## config.mk

```make
export PLATFORM = sky130hd
export DESIGN_NAME = gpio_altfunc_port
export DESIGN_NICKNAME = d
export VERILOG_FILES = /design/src/rtl/gpio_ovr_pkg.sv /design/src/rtl/gpio_pin_sync.sv /design/src/rtl/gpio_spi_ovr.sv /design/src/rtl/gpio_xmem_ovr.sv /design/src/rtl/gpio_port.sv /design/src/rtl/gpio_altfunc_port.sv
export SDC_FILE = /design/constraint.sdc
export NUM_CORES = 1
export LEC_CHECK = 0
export CORE_ASPECT_RATIO = 0.5
export CORE_MARGIN = 2
export CORE_UTILIZATION = 40
export CTS_CLUSTER_SIZE = 10
export DETAILED_ROUTE_END_ITERATION = 12
export PLACE_DENSITY = 0.71
export SYNTH_ARGS = -nofsm -noshare
export SYNTH_HDL_FRONTEND = slang
export SYNTH_SLANG_ARGS = --single-unit
```

## constraint.sdc

```tcl
create_clock -name clk -period 2.7 [get_ports clk]
set_clock_uncertainty 0.05 [all_clocks]
set_input_delay 0.54 -clock clk [delete_from_list [all_inputs] [get_ports clk]]
set_output_delay 0.54 -clock clk [all_outputs]
set_load 0.1 [all_outputs]
```

## src/rtl/gpio_ovr_pkg.sv

```systemverilog
package gpio_ovr_pkg;
  parameter int PIN_W = 8;

  typedef logic [PIN_W-1:0] pins_t;

  // one enable/value pair per pad attribute
  typedef struct packed {
    pins_t pu_en;
    pins_t pu_val;
    pins_t dir_en;
    pins_t dir_val;
    pins_t out_en;
    pins_t out_val;
  } pin_ovr_t;

  typedef enum logic [1:0] {
    SEL_LATCH = 2'd0,
    SEL_DIR   = 2'd1,
    SEL_PIN   = 2'd2,
    SEL_NONE  = 2'd3
  } fld_e;
endpackage

```

## src/rtl/gpio_pin_sync.sv

```systemverilog
module gpio_pin_sync #(
  parameter int W      = 8,
  parameter int STAGES = 2
) (
  input  logic         clk,
  input  logic         rst,
  input  logic [W-1:0] d,
  output logic [W-1:0] q
);
  logic [STAGES-1:0][W-1:0] stg;

  always_ff @(posedge clk) begin
    if (rst) stg <= '0;
    else     stg <= {stg[STAGES-2:0], d};
  end

  assign q = stg[STAGES-1];
endmodule

```

## src/rtl/gpio_spi_ovr.sv

```systemverilog
module gpio_spi_ovr
  import gpio_ovr_pkg::*;
#(
  parameter int SCK_BIT  = 7,
  parameter int MISO_BIT = 6,
  parameter int MOSI_BIT = 5,
  parameter int SS_BIT   = 4
) (
  input  logic     spi_en,
  input  logic     spi_master,
  input  logic     sck_o,
  input  logic     miso_o,
  input  logic     mosi_o,
  input  pins_t    latch_q,
  output pin_ovr_t ovr
);
  logic mst, slv;
  assign mst = spi_en & spi_master;
  assign slv = spi_en & ~spi_master;

  always_comb begin
    ovr        = '0;
    // a forced input keeps its pull-up under control of the latch bit
    ovr.pu_val = latch_q;
    // clock: input as slave, driven by the shifter as master
    ovr.dir_en[SCK_BIT]  = slv;
    ovr.pu_en[SCK_BIT]   = slv;
    ovr.out_en[SCK_BIT]  = mst;
    ovr.out_val[SCK_BIT] = sck_o;
    // master-in/slave-out: input as master, driven as slave
    ovr.dir_en[MISO_BIT]  = mst;
    ovr.pu_en[MISO_BIT]   = mst;
    ovr.out_en[MISO_BIT]  = slv;
    ovr.out_val[MISO_BIT] = miso_o;
    // master-out: input as slave, driven as master
    ovr.dir_en[MOSI_BIT]  = slv;
    ovr.pu_en[MOSI_BIT]   = slv;
    ovr.out_en[MOSI_BIT]  = mst;
    ovr.out_val[MOSI_BIT] = mosi_o;
    // select: input as slave, plain port as master
    ovr.dir_en[SS_BIT] = slv;
    ovr.pu_en[SS_BIT]  = slv;
  end
endmodule

```

## src/rtl/gpio_xmem_ovr.sv

```systemverilog
module gpio_xmem_ovr
  import gpio_ovr_pkg::*;
(
  input  logic     xmem_en,
  input  logic     wr,
  input  logic     ale,
  input  pins_t    addr,
  input  pins_t    wdata,
  input  pins_t    latch_q,
  output pin_ovr_t ovr
);
  logic drive;
  assign drive = wr | ale;

  always_comb begin
    ovr.pu_en   = {PIN_W{xmem_en}};
    ovr.dir_en  = {PIN_W{xmem_en}};
    ovr.out_en  = {PIN_W{xmem_en}};
    ovr.dir_val = {PIN_W{drive}};
    ovr.pu_val  = latch_q & ~{PIN_W{drive}};
    if (ale)     ovr.out_val = addr;
    else if (wr) ovr.out_val = wdata;
    else         ovr.out_val = '0;
  end
endmodule

```

## src/rtl/gpio_port.sv

```systemverilog
module gpio_port
  import gpio_ovr_pkg::*;
#(
  parameter int SYNC_STAGES = 2
) (
  input  logic     clk,
  input  logic     rst,
  input  logic     wr_latch,
  input  logic     wr_dir,
  input  pins_t    wdata,
  input  pin_ovr_t ovr,
  input  pins_t    pad_in,
  output pins_t    latch_q,
  output pins_t    dir_q,
  output pins_t    pin_q,
  output pins_t    pad_out,
  output pins_t    pad_oe,
  output pins_t    pad_pu
);
  pins_t oe_n, out_n, pu_n;

  always_ff @(posedge clk) begin
    if (rst) begin
      latch_q <= '0;
      dir_q   <= '0;
    end else begin
      if (wr_latch) latch_q <= wdata;
      if (wr_dir)   dir_q   <= wdata;
    end
  end

  gpio_pin_sync #(.W(PIN_W), .STAGES(SYNC_STAGES)) u_sync (
    .clk (clk),
    .rst (rst),
    .d   (pad_in),
    .q   (pin_q)
  );

  // per-pin choice between peripheral value and register-derived value
  for (genvar b = 0; b < PIN_W; b++) begin : g_pin
    assign oe_n[b]  = ovr.dir_en[b] ? ovr.dir_val[b] : dir_q[b];
    assign out_n[b] = ovr.out_en[b] ? ovr.out_val[b] : latch_q[b];
    assign pu_n[b]  = ovr.pu_en[b]  ? ovr.pu_val[b]  : (~dir_q[b] & latch_q[b]);
  end

  always_ff @(posedge clk) begin
    if (rst) begin
      pad_oe  <= '0;
      pad_out <= '0;
      pad_pu  <= '0;
    end else begin
      pad_oe  <= oe_n;
      pad_out <= out_n;
      pad_pu  <= pu_n;
    end
  end

  assert_no_drive_with_pull_R2: assert property (@(posedge clk) disable iff (rst)
    (pad_oe & pad_pu) == '0);
endmodule

```

## src/rtl/gpio_altfunc_port.sv

```systemverilog
module gpio_altfunc_port
  import gpio_ovr_pkg::*;
#(
  parameter int SYNC_STAGES = 2,
  parameter int SCK_BIT     = 7,
  parameter int MISO_BIT    = 6,
  parameter int MOSI_BIT    = 5,
  parameter int SS_BIT      = 4
) (
  input  logic             clk,
  input  logic             rst,
  input  logic             reg_we,
  input  logic [2:0]       reg_addr,
  input  logic [PIN_W-1:0] reg_wdata,
  output logic [PIN_W-1:0] reg_rdata,
  input  logic [PIN_W-1:0] pa_in,
  output logic [PIN_W-1:0] pa_out,
  output logic [PIN_W-1:0] pa_oe,
  output logic [PIN_W-1:0] pa_pu,
  input  logic [PIN_W-1:0] pb_in,
  output logic [PIN_W-1:0] pb_out,
  output logic [PIN_W-1:0] pb_oe,
  output logic [PIN_W-1:0] pb_pu,
  input  logic             spi_en,
  input  logic             spi_master,
  input  logic             spi_sck_o,
  input  logic             spi_miso_o,
  input  logic             spi_mosi_o,
  input  logic             xmem_en,
  input  logic             xmem_wr,
  input  logic             xmem_ale,
  input  logic [PIN_W-1:0] xmem_addr,
  input  logic [PIN_W-1:0] xmem_wdata
);
  pins_t    a_latch, a_dir, a_pin, b_latch, b_dir, b_pin;
  pin_ovr_t a_ovr, b_ovr;
  logic     sel_b;
  fld_e     fld;

  assign sel_b = reg_addr[2];
  assign fld   = fld_e'(reg_addr[1:0]);

  gpio_xmem_ovr u_xmem (
    .xmem_en (xmem_en),
    .wr      (xmem_wr),
    .ale     (xmem_ale),
    .addr    (xmem_addr),
    .wdata   (xmem_wdata),
    .latch_q (a_latch),
    .ovr     (a_ovr)
  );

  gpio_spi_ovr #(
    .SCK_BIT (SCK_BIT), .MISO_BIT (MISO_BIT),
    .MOSI_BIT(MOSI_BIT), .SS_BIT (SS_BIT)
  ) u_spi (
    .spi_en     (spi_en),
    .spi_master (spi_master),
    .sck_o      (spi_sck_o),
    .miso_o     (spi_miso_o),
    .mosi_o     (spi_mosi_o),
    .latch_q    (b_latch),
    .ovr        (b_ovr)
  );

  gpio_port #(.SYNC_STAGES(SYNC_STAGES)) u_port_a (
    .clk      (clk),
    .rst      (rst),
    .wr_latch (reg_we && !sel_b && fld == SEL_LATCH),
    .wr_dir   (reg_we && !sel_b && fld == SEL_DIR),
    .wdata    (reg_wdata),
    .ovr      (a_ovr),
    .pad_in   (pa_in),
    .latch_q  (a_latch),
    .dir_q    (a_dir),
    .pin_q    (a_pin),
    .pad_out  (pa_out),
    .pad_oe   (pa_oe),
    .pad_pu   (pa_pu)
  );

  gpio_port #(.SYNC_STAGES(SYNC_STAGES)) u_port_b (
    .clk      (clk),
    .rst      (rst),
    .wr_latch (reg_we && sel_b && fld == SEL_LATCH),
    .wr_dir   (reg_we && sel_b && fld == SEL_DIR),
    .wdata    (reg_wdata),
    .ovr      (b_ovr),
    .pad_in   (pb_in),
    .latch_q  (b_latch),
    .dir_q    (b_dir),
    .pin_q    (b_pin),
    .pad_out  (pb_out),
    .pad_oe   (pb_oe),
    .pad_pu   (pb_pu)
  );

  always_ff @(posedge clk) begin
    if (rst) reg_rdata <= '0;
    else begin
      case (fld)
        SEL_LATCH: reg_rdata <= sel_b ? b_latch : a_latch;
        SEL_DIR:   reg_rdata <= sel_b ? b_dir   : a_dir;
        SEL_PIN:   reg_rdata <= sel_b ? b_pin   : a_pin;
        default:   reg_rdata <= '0;
      endcase
    end
  end

  assert_sck_slave_input_R3: assert property (@(posedge clk) disable iff (rst)
    (spi_en && !spi_master) |=> !pb_oe[SCK_BIT]);

  assert_miso_master_input_R4: assert property (@(posedge clk) disable iff (rst)
    (spi_en && spi_master) |=> !pb_oe[MISO_BIT]);

  assert_forced_pull_follows_latch_R6: assert property (@(posedge clk) disable iff (rst)
    (spi_en && !spi_master) |=> pb_pu[SCK_BIT] == $past(b_latch[SCK_BIT]));

  assert_bus_direction_R8: assert property (@(posedge clk) disable iff (rst)
    xmem_en |=> pa_oe == {PIN_W{$past(xmem_wr || xmem_ale)}});

  assert_addr_phase_value_R9: assert property (@(posedge clk) disable iff (rst)
    (xmem_en && xmem_ale) |=> pa_out == $past(xmem_addr));
endmodule

```

Word-level counts from Yosys, hierarchy flattened
Cells that the tools add are included.
{"block": "totals", "reg_bits": 120, "word_cells": 104}
{"block": "op_classes", "bitwise": 38, "muxes": 37, "reduce_logical": 10, "eq_ne": 2}
{"op": "$mux 8", "count": 5}
{"op": "$mux 1", "count": 31}
{"op": "$pmux 8 s3", "count": 1}
{"op": "$and 1x1->1", "count": 18}
{"op": "$not 1->1", "count": 17}
{"op": "$and 8x8->8", "count": 1}
{"op": "$not 8->8", "count": 1}
{"op": "$logic_and 1x1->1", "count": 6}
{"op": "$reduce_or 2->1", "count": 2}
{"op": "$eq 2x1->1 const B", "count": 1}
{"op": "$eq 2x2->1 const B", "count": 1}
{"op": "$logic_not 2->1", "count": 1}
{"op": "$logic_not 1->1", "count": 1}
{"op": "$or 1x1->1", "count": 1}

Logic depth before layout (Yosys ltp)
Gate-level depths: netlist of run 1.
{"block": "logic_depth", "word_depth": 4, "ltp_mapped": 5}

By module
A second synthesis of run 1 with hierarchy kept.
{"block": "unflattened", "cells_unflattened": 520, "area_unflattened_um2": 5322.6}
{"mod": "gpio_port", "area_each_um2": 1446.4, "seq_area_each_um2": 800.8, "cells_each": 134, "instances": 2}
{"mod": "gpio_pin_sync", "area_each_um2": 524.3, "seq_area_each_um2": 320.3, "cells_each": 41, "instances": 2}
{"mod": "gpio_altfunc_port", "area_each_um2": 608.1, "seq_area_each_um2": 160.2, "cells_each": 63, "instances": 1}
{"mod": "gpio_xmem_ovr", "area_each_um2": 392.9, "seq_area_each_um2": 0.0, "cells_each": 56, "instances": 1}
{"mod": "gpio_spi_ovr", "area_each_um2": 380.4, "seq_area_each_um2": 0.0, "cells_each": 51, "instances": 1}

Worst setup path after synthesis of run 1
No wires, ideal clock.
{"block": "synth_timing", "kind": "input to register", "startpoint": "in reg_addr[0]", "endpoint": "reg u_port_a.latch_q[0]", "setup_slack_ns": 1.116, "t_required_ns": 2.518, "t_arrival_ns": 1.402, "n_path_buf": 2, "stages": 5, "setup_time_ns": 0.132, "cell_sequence": "buf_6 > or4b_1 > buf_2 > nand2_1 > a21oi_1"}
{"block": "synth_via", "elab_chain_len": 2}
{"item": "start: declaration", "line": "gpio_altfunc_port.sv:13", "rtl": "input logic [2:0] reg_addr,"}
{"item": "$logic_not 2->1", "line": "gpio_altfunc_port.sv:69", "rtl": ".wr_latch (reg_we && !sel_b && fld == SEL_LATCH),"}
{"item": "$logic_and 1x1->1", "line": "gpio_altfunc_port.sv:69"}
{"item": "end signal: assignment", "line": "gpio_port.sv:27", "rtl": "if (wr_latch) latch_q <= wdata;"}
{"item": "end: declaration", "line": "gpio_port.sv:13", "rtl": "output pins_t latch_q,"}
Every way passes these cells.
A chain may end at the register's enable or synchronous reset.

Final worst setup path of run 1
{"block": "layout_timing", "startpoint": "in reg_addr[1]", "endpoint": "reg u_port_a.latch_q[7]"}
Same word-level chain as after synthesis.

==> results_dict.tcl, run 1 <==
set metrics [dict create \
    outcome "completed" \
    cts_made_buffers 17 \
    period_share_pct 68.9 \
    detail_route.wl_per_cell_um 14.3 \
    max-cap-violations 0 \
    postSynthRegisterBits 120 \
    grt_setup_unrepaired "false" \
    detailed_place.area_um2 5180 \
    initial_utilization_pct 41.0 \
    root_cell_of_the_clock_tree "clkbuf_16" \
    buffers_added_on_ports 109 \
    synthTopCellsByCount "dfxtp_1, nor2b_1, mux2i_1" \
    fraction_of_the_mapped_netlist_area_in_simple_logic_gates_pct 19.0 \
    cts_tree "built" \
    floorplan.rows 26 \
    p_leak_nw 2.44 \
    layout.nets 552 \
    whs_ns 0.381 \
    synthDominantCellAreaShare_pct 57.6 \
    yosysSeqAreaShare_pct 57.6 \
    worst_path_largest_cell_delay_ns 0.77 \
    yosys_most_used_dff "dfxtp_1" \
    routed_wirelength_um 9290 \
    crit_path_end_kind "flip-flop" \
    postSynthNetCount 448 \
    routed_via_density 4.66 \
    timing.hold.worst.class "flip-flop to flip-flop" \
    cts.repair.resized 0 \
    postSynth.asyncResetShare_pct 0 \
    slew_headroom_pct 63.2 \
    vias_in_the_first_global_route 2861 \
    drcViolationCount 0 \
    crit_fanout 9 \
    timing.critical_path.arrival_ns 2.09 \
    violation_count_after_the_first_detailed_routing_iteration 164 \
    cts_setup_buffers 0 \
    globalRouteTotalUtil_pct 17.1 \
    synth_xor_area_share_pct 0 \
    ctsHtreeMaxLevel 4 \
    cellPowerDensity_nw_per_um2 856 \
    final.fill_count 871 \
    clock_latency_at_the_later_pin_of_the_worst_skew_pair_ns 0.40 \
    setup_viol 0 \
    required_ns 2.92 \
    syn_avg_cell_area_um2 10.6 \
    grt_antenna_before_repair 0 \
    ir_worst_vdd_v 0.000516 \
    die_area_um2 11300 \
    global_route_wire_length_before_repair_um 14600 \
    synth.most_common_cell "dfxtp_1" \
    timing_hold_violations_final 0 \
    timing.critical_path.from_type "input port" \
    synth_edf_count 0 \
    combinational_family_with_the_most_area_after_synthesis "simple AND/OR/NAND/NOR gates" \
    synth.cell_area_um2 4170 \
    power_mw 5.06 \
    drt_pass1_iterations 4 \
    chipHeight_um 76.2 \
    numClockSinks 120 \
    fraction_of_final_layout_cells_with_drive_strength_greater_than_1_pct 20.4 \
    critical_path_class "input port to flip-flop" \
    fmax_mhz 537 \
    syn2layout_area_growth_pct 41.9 \
    clock_path_buffers 2 \
    crit_slowest_cell "or4b_1" \
    finalInstanceArea_um2 5920 \
    gpl.final_weighted_congestion 0.760 \
    area_of_the_core_um2 10200 \
    gr-total-overflow 0 \
    inserted_diodes 0 \
    synth_fa_ha_area_share_pct 0 \
    clock_pin_slew_reported_for_the_worst_setup_and_hold_paths_after_clock_tree_synthesis_ns 0.05 \
    post_cts_hold_buffer_count 0 \
    timing.setup.tns_ns 0 \
    synth.area.mux_share_pct 9.84 \
    synth.top_cells.by_area "dfxtp_1, mux2i_1, nor2b_1, nand2_1, nor2_1" \
    synth.lib_cells_used.distinct 29 \
    timing_worst_slew_pin_value_ns 0.550 \
    postLayoutCoreUtil_pct 58.1 \
    place_hpwl_um 6440 \
    syn_inst 394 \
    pin_count_of_the_biggest_net_entering_global_routing 68 \
    chipWidth_um 148 \
    period_minus_slack_ns 1.86 \
    synth_top_area_cell "dfxtp_1" \
    routed-via-count 3035 \
    cp_cell_sequence "clkdlybuf4s50_1, or4b_1, nand2_1, a21oi_1" \
    synth_compound_gate_area_share_pct 9.87 \
    ys_warn_count 0 \
    ant_nets 0 \
    top_level_ports 110 \
    slew_limit_fails 0 \
]
==> through the flow <==
stage                     setup slack [ns]  instances
final                                0.839        651
after global routing                 0.769        651
after CTS                            0.866        651
after detailed placement             0.451        619
after global placement               0.476        619
after floorplan                       1.12        394
==> final timing paths <==
check	to	slack [ns]	cells past startpoint	start
worst min-delay path	u_port_b.u_sync.q[0]	0.38	1	u_port_b.u_sync.stg[0]
worst max register to register	reg_rdata[1]	1.68	3	u_port_b.dir_q[1]
worst min register to register	u_port_b.u_sync.q[0]	0.38	1	u_port_b.u_sync.stg[0]
worst max-delay path	u_port_a.latch_q[7]	0.84	4	reg_addr[1]
==> layer usage <==
layer | vias up | part of all wire (%) | GRT usage (%)
li1 | 1533 | - | -
met1 | 1390 | 47 | 22.9
met2 | 106 | 43 | 25.4
met3 | 6 | 8.6 | 5.93
met4 | 0 | 0.88 | 6.57
met5 | - | 0 | 0
==> kinds of logic (layout without fill, tap and decap cells) <==
| logic type | Yosys count | in the layout |
|---|---|---|
| and+or+nand+nor | 144 | 144 |
| DFF | 120 | 120 |
| AOI/OAI and AO/OA | 61 | 61 |
| muxes | 41 | 41 |
| buffers and inverters | 28 | 145 |
==> worst max-delay path, delay by kind of cell <==
kind	cells	cell delay [ns]
AND/OR/NAND/NOR	2	0.90
buffers and inverters	1	0.57
AO/OA/AOI/OAI	1	0.07
==> registers in the layout, summed over array words and instances (netlist names) <==
signal	flops
u_port_a.u_sync.q	8
u_port_b.latch_q	8
u_port_b.u_sync.stg	8
u_port_a.pad_pu	8
u_port_a.dir_q	8
u_port_a.pad_out	8
u_port_b.u_sync.q	8
u_port_b.pad_pu	8
u_port_b.dir_q	8
reg_rdata	8
u_port_b.pad_out	8
u_port_a.pad_oe	8
u_port_a.latch_q	8
u_port_b.pad_oe	8
u_port_a.u_sync.stg	8
==> area by class of cell <==
class / instances / area, um^2 / share of cell area [%]
sequential: 120 / 2400 / 40.6
multi-input combinational: 246 / 1620 / 27.3
timing repair buffer: 113 / 991 / 16.7
clock buffer: 21 / 470 / 7.95
clock inverter: 11 / 265 / 4.48
tap: 140 / 175 / 2.96
==> placed cells by master (no fill, tap or decap), types with 3 or more instances in the layout <==
cell type        netlist  final
dfxtp_1              120    120
buf_4                  5     60
clkdlybuf4s50_1        0     52
nor2b_1               47     47
mux2i_1               41     41
nand2_1               36     36
nor2_1                34     34
a21oi_1               20     20
clkbuf_16              0     17
o21ai_2                9      9
and3b_1                9      9
o22a_1                 8      8
a22oi_1                8      8
a211oi_1               8      8
bufinv_16              0      8
o21ai_0                7      7
nand2b_1               3      3
and2_1                 3      3
or3b_1                 3      3
clkbuf_8               0      3
==> report_power, final <==
part           total (mW)  internal [mW]  switching, mW
Clock                2.77           2.00          0.779
Combinational       0.441          0.158          0.284
Sequential           1.85           1.83         0.0219
Note: power is estimated with default switching activity, not from simulation.
==> run 2: changes to the inputs <==
Settings changed: PLACE_DENSITY 0.71 to 0.73.
Clock period 2.7 ns to 1.65 ns, I/O delays scaled along.
==> run 2 against run 1 <==
Largest cell class unchanged; highest routed layer unchanged; die area did not move; via count up 5.3%; critical path type unchanged; routed wire length up 7.7%.
==> results_dict.tcl, run 2 (synthesis gave the netlist of run 1 again) <==
set metrics [dict create \
    max-cap-violations 0 \
    clock_latency_at_the_later_pin_of_the_worst_skew_pair_ns 0.40 \
    p_leak_nw 2.65 \
    gr-total-overflow 0 \
    cts.repair.resized 0 \
    die_area_um2 11300 \
    dp_worst_setup_slack_ns -0.273 \
    groute.layer.met2.usage_pct 29.3 \
    mostFrequentLayoutCells "dfxtp_1, buf_12, clkdlybuf4s50_1, nor2b_1, mux2i_1" \
    drt_pass1_iterations 4 \
    grt_setup_unrepaired "false" \
    outcome "completed" \
    timing_hold_violations_final 0 \
    top_level_ports 110 \
    detail_route.wl_per_cell_um 15.0 \
    numClockSinks 120 \
    timing.critical_path.from_type "input port" \
    ir_worst_vdd_v 0.000798 \
    fmax_mhz 637 \
    timing.setup.tns_ns 0 \
    syn2layout_area_growth_pct 59.6 \
    crit_fanout 8 \
    slew_headroom_pct 74.8 \
    timing.hold.worst.class "input port to flip-flop" \
    buffers_added_on_ports 109 \
    cts_made_buffers 17 \
    ant_nets 0 \
    pin_count_of_the_biggest_net_entering_global_routing 72 \
    inserted_diodes 0 \
    mostFrequentLayoutCell "dfxtp_1" \
    global_route_wire_length_before_repair_um 16100 \
    required_ns 1.87 \
    chipHeight_um 76.2 \
    area_of_the_core_um2 10200 \
    setup_viol 0 \
    gr-usage-met3_pct 6.35 \
    fraction_of_final_layout_cells_with_drive_strength_greater_than_1_pct 22.7 \
    initial_utilization_pct 41.0 \
    crit_path_end_kind "flip-flop" \
    gpl.final_weighted_congestion 0.784 \
    routed_via_density 4.78 \
    floorplan.rows 26 \
    post_cts_hold_buffer_count 0 \
    grt_antenna_before_repair 0 \
    chipWidth_um 148 \
    cts_tree "built" \
    slew_limit_fails 0 \
    root_cell_of_the_clock_tree "clkbuf_16" \
    routed_wirelength_um 10000 \
    period_share_pct 95.2 \
    violation_count_after_the_first_detailed_routing_iteration 242 \
    routed-via-count 3195 \
    clock_path_buffers 2 \
    grt-busiest-layer "met2" \
    timing_worst_slew_pin_value_ns 0.367 \
    drcViolationCount 0 \
    clock_pin_slew_reported_for_the_worst_setup_and_hold_paths_after_clock_tree_synthesis_ns 0.05 \
    critical_path_class "input port to flip-flop" \
    vias_in_the_first_global_route 3052 \
    period_minus_slack_ns 1.57 \
    finalWorstSetupSlack_ns 0.0790 \
    globalRouteTotalUtil_pct 18.7 \
    globalRouteMet1Util_pct 23.6 \
    place_hpwl_um 6930 \
    ctsHtreeMaxLevel 4 \
    timing.critical_path.arrival_ns 1.79 \
    cellPowerDensity_nw_per_um2 1150 \
    layout.nets 569 \
    cts_setup_buffers 0 \
]
[run 2: cell types whose count changed in the layout (fill, tap and decap cells not counted), sizes merged]
cell | previous run | this run
clkinvlp | 1 | 0
clkbuf | 21 | 23
buf | 61 | 78
clkinv | 2 | 6
bufinv | 8 | 3
[run 2: layer usage]
layer	share of wire [%]	routed length [um]
met1	43	4300
met2	47	4740
met3	8.3	834
met4	1.4	145
met5	0	0
[run 2: cell type report]
| type | count | area [um^2] |
|---|---|---|
| clock inverters | 9 | 120 |
| clock buffers | 23 | 488 |
| multi-input cells | 246 | 1620 |
| well taps | 140 | 175 |
| flip-flops and latches | 120 | 2400 |
| fillers | 783 | 3520 |
| repair buffers | 130 | 1860 |
[run 2: worst paths after layout]
check | startpoint | endpoint | slack, ns | depth (start not counted)
hold / removal | rst | u_port_b.pad_oe[2] | 0.13 | 2
setup reg to reg | u_port_b.dir_q[0] | reg_rdata[0] | 0.66 | 3
hold reg to reg | u_port_b.u_sync.stg[6] | u_port_b.u_sync.q[6] | 0.38 | 1
setup / recovery | reg_addr[2] | u_port_a.latch_q[1] | 0.08 | 4
[run 2: stage by stage]
| stage | instance area (um^2) | hold slack [ns] | power, mW | std cells | utilization [%] |
|---|---|---|---|---|---|
| floorplan | 4170 | 0.364 | 3.57 | 394 | - |
| global placement | 6050 | 0.373 | 3.94 | 636 | 59.4 |
| detailed placement | 6050 | 0.370 | 3.96 | 636 | 59.4 |
| CTS | 6660 | 0.120 | 7.70 | 668 | 65.4 |
| global route | 6660 | 0.142 | 7.89 | 668 | 65.4 |
| finish | 6660 | 0.135 | 7.64 | 668 | 65.4 |
[run 2: worst max-delay path, stage by stage]
cell and delay, ns:
clkdlybuf4s50_1 0.53, or4b_1 0.69, nand2_1 0.15, a21oi_1 0.09
[run 2: power by group]
group	internal [mW]	leakage (nW)	total, mW	switching [mW]
clock network	2.52	0.306	3.75	1.23
registers	2.99	0.979	3.05	0.0571
logic	0.375	1.36	0.848	0.473
total	5.88	2.65	7.64	1.76
==> run 3: changes to the inputs <==
Settings changed: GPL_TIMING_DRIVEN from default to 0, RECOVER_POWER from default to 25.
==> run 3 against run 2 <==
Combinational power decreased by 13%; highest routed layer unchanged; flip-flop and latch count stayed put; global-route usage decreased by 0.15 points; critical endpoint is now pb_pu[4]; worst setup slack worse by 0.055 ns; largest cell class unchanged; worst hold slack gained 0.098 ns.
==> results_dict.tcl, run 3 (synthesis gave the netlist of run 1 again) <==
set metrics [dict create \
    cts_tree "built" \
    vias_in_the_first_global_route 3083 \
    slew_headroom_pct 57.4 \
    path_delay_family "buffers and inverters" \
    required_ns 1.27 \
    timing.hold.worst.class "input port to flip-flop" \
    routed_wirelength_um 10000 \
    timing_worst_slew_pin_value_ns 0.639 \
    place_hpwl_um 7200 \
    area_of_the_core_um2 10200 \
    min-delay-start "rst" \
    syn2layout_area_growth_pct 38.1 \
    routed-via-count 3175 \
    critical_path_class "flip-flop to primary output" \
    violation_count_after_the_first_detailed_routing_iteration 171 \
    hold_depth 2 \
    floorplan.rows 26 \
    grt_antenna_before_repair 0 \
    timing.setup.tns_ns 0 \
    layout.nets 574 \
    fraction_of_final_layout_cells_with_drive_strength_greater_than_1_pct 20.6 \
    crit_path_end_kind "primary output" \
    global_route_wire_length_before_repair_um 15800 \
    top_level_ports 110 \
    inserted_diodes 0 \
    max-cap-violations 0 \
    ctsHtreeMaxLevel 4 \
    buffers_added_on_ports 106 \
    reg2regPathDepth 3 \
    final.fill_count 913 \
    ir_worst_vdd_v 0.000751 \
    clock_path_buffers 2 \
    crit_fanout 1 \
    gr-total-overflow 0 \
    worst_path_largest_cell_delay_ns 0.54 \
    period_share_pct 98.6 \
    ant_nets 0 \
    mostFrequentLayoutCells "dfxtp_1, clkdlybuf4s50_1, nor2b_1, buf_2, mux2i_1" \
    period_minus_slack_ns 1.63 \
    initial_utilization_pct 41.0 \
    globalRouteTotalUtil_pct 18.5 \
    gpl.final_weighted_congestion 0.857 \
    fmax_mhz 615 \
    crit_slowest_cell "clkdlybuf4s18_2" \
    slew_limit_fails 0 \
    timing.rr.start "u_port_b.dir_q[0]" \
    routed_via_density 4.74 \
    outcome "completed" \
    mostFrequentLayoutCell "dfxtp_1" \
    setup_viol 0 \
    ff_to_ff_setup_slack_ns 0.63 \
    cp_cell_sequence "clkdlybuf4s18_2" \
    die_area_um2 11300 \
    clock_pin_slew_reported_for_the_worst_setup_and_hold_paths_after_clock_tree_synthesis_ns 0.05 \
    p_leak_nw 2.37 \
    pin_count_of_the_biggest_net_entering_global_routing 17 \
    chipHeight_um 76.2 \
    timing_hold_violations_final 0 \
    worst_reg2reg_endpoint "reg_rdata[0]" \
    grt_setup_unrepaired "false" \
    numClockSinks 120 \
    post_cts_hold_buffer_count 0 \
    cts_made_buffers 17 \
    power_mw 6.96 \
    timing.critical_path.from_type "flip-flop" \
    drt_pass1_iterations 4 \
    root_cell_of_the_clock_tree "clkbuf_16" \
    cellPowerDensity_nw_per_um2 1210 \
    chipWidth_um 148 \
    detail_route.wl_per_cell_um 15.0 \
    crit_buf_inv 1 \
    clock_latency_at_the_later_pin_of_the_worst_skew_pair_ns 0.40 \
    drcViolationCount 0 \
    timing.critical_path.arrival_ns 1.25 \
    min_to "u_port_b.pad_out[0]" \
]
==> run 3: cell types whose count changed in the layout (fill, tap and decap cells not counted), moves of 3 or more <==
| cell | delta |
|---|---|
| clkdlybuf4s50_1 | -3 |
| and2_0 | +3 |
| buf_4 | -13 |
| buf_12 | -60 |
| buf_6 | +4 |
| clkdlybuf4s18_2 | +19 |
| and2_1 | -3 |
| clkbuf_1 | +15 |
| bufinv_16 | -3 |
| buf_2 | +41 |
==> run 3: how the worst max path moves through the flow <==
stage | start | cells after the start | to
6_report | u_port_b.pad_pu[4] | 1 | pb_pu[4]
5_1_grt | u_port_b.pad_out[4] | 1 | pb_out[4]
4_1_cts | u_port_b.pad_pu[2] | 1 | pb_pu[2]
3_5_place_dp | reg_addr[2] | 6 | u_port_b.dir_q[0]
3_3_place_gp | reg_addr[2] | 6 | u_port_b.dir_q[7]
2_1_floorplan | reg_addr[0] | 5 | u_port_a.latch_q[0]
==> run 3: where the power goes <==
part | total [mW] | internal [mW] | switching (mW) | leakage [nW]
registers | 3.03 | 2.99 | 0.0332 | 0.979
clock network | 3.19 | 2.04 | 1.16 | 0.259
logic | 0.740 | 0.256 | 0.483 | 1.13
total | 6.96 | 5.29 | 1.67 | 2.37
==> run 3: final cells by class <==
class	instances	area [um^2]	share of cell area [%]
timing repair buffer	107	890	15.4
sequential	120	2400	41.7
clock buffer	25	495	8.60
buffer	28	158	2.74
clock inverter	4	20.0	0.348
multi-input combinational	246	1620	28.1
tap	140	175	3.04
==> run 3: repair_timing <==
item,in CTS,in global routing
pin swaps,1,0
endpoints found under the setup margin,64,47
endpoints found under the hold margin,0,0
resized for setup,200,61
cloned,0,0
buffers inserted,1,0
==> run 3: stage by stage <==
step           hold WS [ns]  cell area [um^2]  setup slack, ns  util, %  cells
4_1_cts               0.224              5950        0.0000625     58.4    670
2_1_floorplan         0.364              4170            0.276        -    394
5_1_grt               0.238              5760         0.000246     56.6    670
6_report              0.233              5760           0.0238     56.6    670
3_3_place_gp          0.373              5410           -0.455     53.1    640
3_5_place_dp          0.372              5410           -0.492     53.1    640
==> run 3: layer usage <==
metal | routed length (um) | GRT usage (%)
met3 | 1070 | 6.29
met1 | 4510 | 23.4
met2 | 4370 | 28.7
met5 | 0 | 0
met4 | 89 | 8.57
